$ cat config.mk
export PLATFORM = sky130hd
export DESIGN_NAME = zcam_zr
export DESIGN_NICKNAME = d
export VERILOG_FILES = /design/src/rtl/zcam_pkg.sv /design/src/rtl/zcam_zsel.sv /design/src/rtl/zcam_slice_mem.sv /design/src/rtl/zcam_lut_path.sv /design/src/rtl/zcam_ram_path.sv /design/src/rtl/zcam_zr.sv
export SDC_FILE = /design/constraint.sdc
export NUM_CORES = 2
export LEC_CHECK = 0
export BUFFER_PORTS_ARGS = -buffer_cell sky130_fd_sc_hd__buf_2
export CAP_MARGIN = 20
export CORE_MARGIN = 2
export CORE_UTILIZATION = 69
export DETAILED_ROUTE_END_ITERATION = 10
export PLACE_DENSITY = 0.86
export SLEW_MARGIN = 30
export SYNTH_ARGS = -nofsm -noshare
export SYNTH_HDL_FRONTEND = slang
export SYNTH_SLANG_ARGS = --single-unit
$ cat constraint.sdc
create_clock -name clk -period 8.7 [get_ports clk]
set_clock_uncertainty 0.05 [all_clocks]
set_input_delay 2.175 -clock clk [delete_from_list [all_inputs] [get_ports clk]]
set_output_delay 2.175 -clock clk [all_outputs]
set_load 0.02 [all_outputs]
$ cat src/rtl/zcam_pkg.sv
package zcam_pkg;
  parameter int unsigned KEY_W_D   = 10;
  parameter int unsigned ZF_W_D    = 6;
  parameter int unsigned ENTRIES_D = 8;

  typedef enum logic [1:0] {
    UPD_IDLE = 2'd0,
    UPD_CLR  = 2'd1,
    UPD_WR   = 2'd2
  } upd_st_e;
endpackage

$ cat src/rtl/zcam_zsel.sv
// Block selector: high when the zero-detect field of the key is all zeros.
module zcam_zsel #(
  parameter int unsigned KEY_W = zcam_pkg::KEY_W_D,
  parameter int unsigned ZF_W  = zcam_pkg::ZF_W_D
) (
  input  logic [ZF_W-1:0] zfield,
  output logic            use_ram
);
  assign use_ram = &(~zfield);
  localparam int unsigned CHK = KEY_W - ZF_W;
  if (CHK == 0) begin : g_bad
    initial $display("zcam_zsel: zero field covers the whole key");
  end
endmodule

$ cat src/rtl/zcam_slice_mem.sv
// One slice memory of the LUT path: each word is a one-hot-per-entry vector.
module zcam_slice_mem #(
  parameter int unsigned IDX_W   = 6,
  parameter int unsigned ENTRIES = zcam_pkg::ENTRIES_D,
  parameter int unsigned AW      = $clog2(ENTRIES)
) (
  input  logic               clk,
  input  logic               rst_n,
  input  logic [IDX_W-1:0]   rd_idx,
  output logic [ENTRIES-1:0] rd_vec,
  input  logic               clr_en,
  input  logic [IDX_W-1:0]   clr_idx,
  input  logic               set_en,
  input  logic [IDX_W-1:0]   set_idx,
  input  logic [AW-1:0]      bit_sel
);
  localparam int unsigned DEPTH = 1 << IDX_W;

  logic [ENTRIES-1:0] mem [DEPTH];

  assign rd_vec = mem[rd_idx];

  always_ff @(posedge clk or negedge rst_n) begin
    if (!rst_n) begin
      for (int i = 0; i < DEPTH; i++) mem[i] <= '0;
    end else if (clr_en) begin
      mem[clr_idx][bit_sel] <= 1'b0;
    end else if (set_en) begin
      mem[set_idx][bit_sel] <= 1'b1;
    end
  end
endmodule

$ cat src/rtl/zcam_lut_path.sv
// LUT path: two slice memories ANDed, lowest-address priority encode.
module zcam_lut_path #(
  parameter int unsigned KEY_W   = zcam_pkg::KEY_W_D,
  parameter int unsigned ZF_W    = zcam_pkg::ZF_W_D,
  parameter int unsigned ENTRIES = zcam_pkg::ENTRIES_D,
  parameter int unsigned AW      = $clog2(ENTRIES)
) (
  input  logic             clk,
  input  logic             rst_n,
  input  logic [KEY_W-1:0] s_key,
  output logic             s_hit,
  output logic [AW-1:0]    s_addr,
  input  logic             clr_en,
  input  logic [KEY_W-1:0] clr_key,
  input  logic             wr_en,
  input  logic [KEY_W-1:0] wr_key,
  input  logic [AW-1:0]    u_addr
);
  localparam int unsigned LO_W = KEY_W - ZF_W;
  localparam int unsigned NSL  = 2;

  logic [ENTRIES-1:0] vec [NSL];

  for (genvar g = 0; g < NSL; g++) begin : g_slice
    localparam int unsigned W  = (g == 0) ? ZF_W : LO_W;
    localparam int unsigned LB = (g == 0) ? LO_W : 0;
    zcam_slice_mem #(.IDX_W(W), .ENTRIES(ENTRIES), .AW(AW)) u_mem (
      .clk    (clk),
      .rst_n  (rst_n),
      .rd_idx (s_key[LB +: W]),
      .rd_vec (vec[g]),
      .clr_en (clr_en),
      .clr_idx(clr_key[LB +: W]),
      .set_en (wr_en),
      .set_idx(wr_key[LB +: W]),
      .bit_sel(u_addr)
    );
  end

  logic [ENTRIES-1:0] match;
  assign match = vec[0] & vec[1];

  always_comb begin
    s_addr = '0;
    for (int i = ENTRIES - 1; i >= 0; i--) begin
      if (match[i]) s_addr = AW'(i);
    end
  end
  assign s_hit = |match;
endmodule

$ cat src/rtl/zcam_ram_path.sv
// RAM path: direct-indexed words holding {valid, entry address}, per-entry tags.
module zcam_ram_path #(
  parameter int unsigned KEY_W   = zcam_pkg::KEY_W_D,
  parameter int unsigned ZF_W    = zcam_pkg::ZF_W_D,
  parameter int unsigned ENTRIES = zcam_pkg::ENTRIES_D,
  parameter int unsigned AW      = $clog2(ENTRIES)
) (
  input  logic             clk,
  input  logic             rst_n,
  input  logic [ZF_W-1:0]  s_idx,
  input  logic [KEY_W-ZF_W-1:0] s_tag,
  output logic             s_hit,
  output logic [AW-1:0]    s_addr,
  input  logic             clr_en,
  input  logic [ZF_W-1:0]  clr_idx,
  input  logic             wr_en,
  input  logic [ZF_W-1:0]  wr_idx,
  input  logic [KEY_W-ZF_W-1:0] wr_tag,
  input  logic [AW-1:0]    u_addr
);
  localparam int unsigned LO_W  = KEY_W - ZF_W;
  localparam int unsigned DEPTH = 1 << ZF_W;

  logic [DEPTH-1:0] w_v;
  logic [AW-1:0]    w_a [DEPTH];
  logic [LO_W-1:0]  tag [ENTRIES];

  assign s_addr = w_a[s_idx];
  assign s_hit  = w_v[s_idx] && (tag[w_a[s_idx]] == s_tag);

  always_ff @(posedge clk or negedge rst_n) begin
    if (!rst_n) begin
      w_v <= '0;
      for (int i = 0; i < DEPTH; i++)   w_a[i] <= '0;
      for (int i = 0; i < ENTRIES; i++) tag[i] <= '0;
    end else if (clr_en) begin
      if (w_v[clr_idx] && (w_a[clr_idx] == u_addr)) w_v[clr_idx] <= 1'b0;
    end else if (wr_en) begin
      w_v[wr_idx] <= 1'b1;
      w_a[wr_idx] <= u_addr;
      tag[u_addr] <= wr_tag;
    end
  end
endmodule

$ cat src/rtl/zcam_zr.sv
module zcam_zr #(
  parameter int unsigned KEY_W   = zcam_pkg::KEY_W_D,
  parameter int unsigned ZF_W    = zcam_pkg::ZF_W_D,
  parameter int unsigned ENTRIES = zcam_pkg::ENTRIES_D,
  parameter int unsigned ADDR_W  = $clog2(ENTRIES)
) (
  input  logic              clk,
  input  logic              rst_n,
  input  logic              srch_valid,
  output logic              srch_ready,
  input  logic [KEY_W-1:0]  srch_key,
  output logic              res_valid,
  output logic              res_hit,
  output logic [ADDR_W-1:0] res_addr,
  input  logic              upd_valid,
  output logic              upd_ready,
  input  logic [KEY_W-1:0]  upd_key,
  input  logic [ADDR_W-1:0] upd_addr
);
  import zcam_pkg::*;
  localparam int unsigned LO_W = KEY_W - ZF_W;

  upd_st_e            st;
  logic [KEY_W-1:0]   u_key;
  logic [ADDR_W-1:0]  u_addr;
  logic [ENTRIES-1:0] sh_v;
  logic [KEY_W-1:0]   sh_key [ENTRIES];

  logic busy, s_acc, u_acc;
  assign busy       = (st != UPD_IDLE);
  assign srch_ready = !busy;
  assign upd_ready  = !busy;
  assign s_acc      = srch_valid && srch_ready;
  assign u_acc      = upd_valid && upd_ready;

  logic [KEY_W-1:0] old_key;
  logic             old_v;
  assign old_key = sh_key[u_addr];
  assign old_v   = sh_v[u_addr];

  logic s_ram, o_ram, n_ram;
  zcam_zsel #(.KEY_W(KEY_W), .ZF_W(ZF_W)) u_sel_s (.zfield(srch_key[KEY_W-1 -: ZF_W]), .use_ram(s_ram));
  zcam_zsel #(.KEY_W(KEY_W), .ZF_W(ZF_W)) u_sel_o (.zfield(old_key[KEY_W-1 -: ZF_W]),  .use_ram(o_ram));
  zcam_zsel #(.KEY_W(KEY_W), .ZF_W(ZF_W)) u_sel_n (.zfield(u_key[KEY_W-1 -: ZF_W]),    .use_ram(n_ram));

  logic in_clr, in_wr;
  assign in_clr = (st == UPD_CLR) && old_v;
  assign in_wr  = (st == UPD_WR);

  logic              ram_hit, lut_hit;
  logic [ADDR_W-1:0] ram_addr, lut_addr;

  zcam_ram_path #(.KEY_W(KEY_W), .ZF_W(ZF_W), .ENTRIES(ENTRIES), .AW(ADDR_W)) u_ram (
    .clk    (clk),
    .rst_n  (rst_n),
    .s_idx  (srch_key[ZF_W-1:0]),
    .s_tag  (srch_key[LO_W-1:0]),
    .s_hit  (ram_hit),
    .s_addr (ram_addr),
    .clr_en (in_clr && o_ram),
    .clr_idx(old_key[ZF_W-1:0]),
    .wr_en  (in_wr && n_ram),
    .wr_idx (u_key[ZF_W-1:0]),
    .wr_tag (u_key[LO_W-1:0]),
    .u_addr (u_addr)
  );

  zcam_lut_path #(.KEY_W(KEY_W), .ZF_W(ZF_W), .ENTRIES(ENTRIES), .AW(ADDR_W)) u_lut (
    .clk    (clk),
    .rst_n  (rst_n),
    .s_key  (srch_key),
    .s_hit  (lut_hit),
    .s_addr (lut_addr),
    .clr_en (in_clr && !o_ram),
    .clr_key(old_key),
    .wr_en  (in_wr && !n_ram),
    .wr_key (u_key),
    .u_addr (u_addr)
  );

  logic              m_hit;
  logic [ADDR_W-1:0] m_addr;
  assign m_hit  = s_ram ? ram_hit : lut_hit;
  assign m_addr = s_ram ? ram_addr : lut_addr;

  always_ff @(posedge clk or negedge rst_n) begin
    if (!rst_n) begin
      st     <= UPD_IDLE;
      u_key  <= '0;
      u_addr <= '0;
      sh_v   <= '0;
      for (int i = 0; i < ENTRIES; i++) sh_key[i] <= '0;
    end else begin
      unique case (st)
        UPD_IDLE: if (u_acc) begin
          st     <= UPD_CLR;
          u_key  <= upd_key;
          u_addr <= upd_addr;
        end
        UPD_CLR:  st <= UPD_WR;
        UPD_WR: begin
          st             <= UPD_IDLE;
          sh_v[u_addr]   <= 1'b1;
          sh_key[u_addr] <= u_key;
        end
        default:  st <= UPD_IDLE;
      endcase
    end
  end

  always_ff @(posedge clk or negedge rst_n) begin
    if (!rst_n) begin
      res_valid <= 1'b0;
      res_hit   <= 1'b0;
      res_addr  <= '0;
    end else begin
      res_valid <= s_acc;
      res_hit   <= s_acc && m_hit;
      res_addr  <= (s_acc && m_hit) ? m_addr : '0;
    end
  end
endmodule

==> flow_summary.yaml <==
status:
  status: "complete, no violations"
floorplanning:
  die_w_um: 277.1
  dieArea_mm2: 0.07676
  initial_core_util: 0.6946
  die_h_um: 277.1
  num_rows: 100
  ioPinCount: 34
  core_area_mm2: 0.07407
logic_synthesis:
  ys_types: 84
  synth_area_mm2: 0.05145
  synth_fp_nets: 4978
  syn_inst: 4951
  avgSynthCellArea_um2: 10.39
  synthArstFlopShare: 1.000
  yosysWarnings: 0
  ys_ff_latch: 1036
  seq_area_frac_synth: 0.5039
  synth_flop_cell: "dfrtp_1"
  synth_edf_count: 0
layout:
  instances_no_fill: 5641
  syn_to_final_growth_pct: 6.980
  multiInputGateArea_mm2: 0.02318
  layout-drive-gt1-share: 0.1638
  final_cell_mix: "o21ai_0, dfrtp_1, a21oi_1"
  final_common_cell: "o21ai_0"
  final_nets: 4609
  nFillCells: 4609
  seqCellArea_mm2: 0.02593
setup_path:
  crit_arrival_ns: 6.39
  worstSetupStartpointType: "register"
  critPathKind: "reg2reg"
  worstPathMaxFanout: 208
  required_ns: 9.14
  r2r_slack_ns: 2.75
  worst_setup_path_end_kind: "register"
power:
  p_clk_frac: 0.357
  leakage_nw: 20.39
  power.density_mw_per_mm2: 242.8
  pwr-share-comb: 0.250
  sw_frac_of_total: 0.3510
  p_seq_frac: 0.393
  intPower_mw: 8.674
  p_sw_mw: 4.691
  max-vdd-ir-drop_uv: 185.6
grt:
  grt_pass1_vias: 43320
  grt_max_degree: 294
  overflow: 0
  grt_antenna_before_repair: 6
  grt_pass1_wl_mm: 251.9
  grt_usage: 0.4222
placement:
  gp_routability_congestion: 0.9636
  dpl.cell_count: 5441
  port_buffers: 33
  dp_slack_ns: 2.286
  post-dp-hpwl_mm: 96.03
detailed_routing:
  drc: 0
  vias: 43320
  wl_mm: 162.6
  firstDrtPassIters: 9
  detail-route-antenna-nets: 0
  wl_per_cell_um: 28.83
  vias_per_cell: 7.680
  drt_iter0_markers: 7405
sta:
  finalCritPeriodShare: 0.6840
  finalCriticalPeriod_ns: 5.951
  hold_viol: 0
  worst_slew_pin_slew_ns: 1.152
  fmax_mhz: 168.0
  tns_ns: 0
  finalSetupViolations: 0
  rsz0062_at_grt: "no"
  maxSlewViolCount: 0
  relSlewSlack: 0.2290
  postLayoutSetupSlackWorst_ns: 2.749
clock_tree:
  h-tree-depth: 3
  post-cts-setup-buffers: 0
  post_cts_resize_count: 0
  cts-root-buf: "clkbuf_16"
  cts_hold_buffers: 0
  cts.clk_slew.worst_paths_ns: 0.06
  cts.sinks: 1036
  cts_made_buffers: 104
  clk_latency_ns: 0.69
  clock_path_buffers: 3
  cts_tree: "done"
worst_hold_path:
  hp-class: "reg2reg"
flow_run:
  drv_cap: 0
## Yosys cell counts (19+ instances only)
master	n	area [um2]
nand3_1	54	270.3
buf_2	45	225.2
a211oi_1	20	150.1
a21oi_1	680	3403
nand2_1	298	1119
mux2_2	144	1622
buf_4	21	157.7
and3_1	30	187.7
buf_6	19	214.0
nor2_1	131	491.7
clkbuf_1	476	1787
buf_1	26	97.59
dfrtp_1	1036	25920
mux2i_1	112	1121
a22oi_1	29	217.7
mux4_2	262	5901
a31oi_1	20	125.1
nand2b_1	19	118.9
o21ai_0	1311	6561
## power by group through the flow
stage	clock network, mW	logic, mW	registers, mW
6_report	4.78	3.34	5.25
5_1_grt	4.96	3.43	5.26
4_1_cts	4.75	3.15	5.23
3_5_place_dp	0	3.11	5.31
3_3_place_gp	0	3.03	5.29
2_1_floorplan	0	2.10	5.20
## flip-flops by register name, indices dropped and copies added (netlist names)
name / cells
sh_key: 80
u_addr: 3
st: 2
u_lut.g_slice.u_mem.mem: 640
u_ram.w_a: 192
res_addr: 3
u_ram.w_v: 64
res_hit: 1
sh_v: 8
u_key: 10
u_ram.tag: 32
res_valid: 1
## critical path: stages (launching register included)
cell	delay (ns)
dfrtp_2	0.86
buf_4	0.48
and2b_1	0.31
a22oi_1	0.18
o221a_2	0.46
nand2_2	0.28
nor2_2	0.22
a21oi_4	0.20
buf_4	0.69
buf_12	0.39
buf_16	0.50
buf_6	0.67
o21ai_0	0.25
## metrics by stage
step / power [mW] / instance area (um2) / hold WS [ns] / utilization
6_report: 13.36 / 55040 / 0.3222 / 0.7430
5_1_grt: 13.65 / 55030 / 0.3291 / 0.7429
4_1_cts: 13.13 / 54860 / 0.3261 / 0.7407
3_5_place_dp: 8.423 / 51230 / 0.3131 / 0.6917
3_3_place_gp: 8.317 / 51140 / 0.3099 / 0.6904
2_1_floorplan: 7.299 / 51450 / 0.3739 / -
## cells by family after synthesis
logic type	Yosys count	synth area share
compound gates	2165	0.2213
xor+xnor	12	0.002043
buf+inv	594	0.04927
flops	1036	0.5039
mux	519	0.1684
simple gates	625	0.05499
## per-layer routing
| layer | GRT usage | routed length [um] | vias to the layer above |
|---|---|---|---|
| met5 | 0.006879 | 93 | - |
| met4 | 0.2984 | 13250 | 8 |
| met3 | 0.1405 | 22820 | 1010 |
| met2 | 0.6179 | 71700 | 3904 |
| met1 | 0.5340 | 54750 | 20980 |
| li1 | - | - | 17420 |
## layout make-up
cell class | count | share of cell area
multi-input combinational | 3321 | 0.4212
antenna | 3 | 0.0001364
sequential | 1036 | 0.4712
tap | 969 | 0.02203
timing repair buffer | 114 | 0.01914
inverter | 5 | 0.0003410
clock inverter | 44 | 0.009684
clock buffer | 149 | 0.05629
## worst paths after layout
check	startpoint	endpoint	cells after the start
min	u_ram.w_v[52]$_DFFE_PN0P_	u_ram.w_v[52]$_DFFE_PN0P_	0
min in group asynchronous	rst_n	u_lut.g_slice[1].u_mem.mem[56]$_DFFE_PN0P_	1
max in group asynchronous	rst_n	u_lut.g_slice[0].u_mem.mem[315]$_DFFE_PN0P_	4
min reg2reg	u_ram.w_v[52]$_DFFE_PN0P_	u_ram.w_v[52]$_DFFE_PN0P_	0
max reg2reg	u_addr[2]$_DFFE_PN0P_	u_lut.g_slice[1].u_mem.mem[103]$_DFFE_PN0P_	12
max	u_addr[2]$_DFFE_PN0P_	u_lut.g_slice[1].u_mem.mem[103]$_DFFE_PN0P_	12
(Power assumes the default switching activity.)
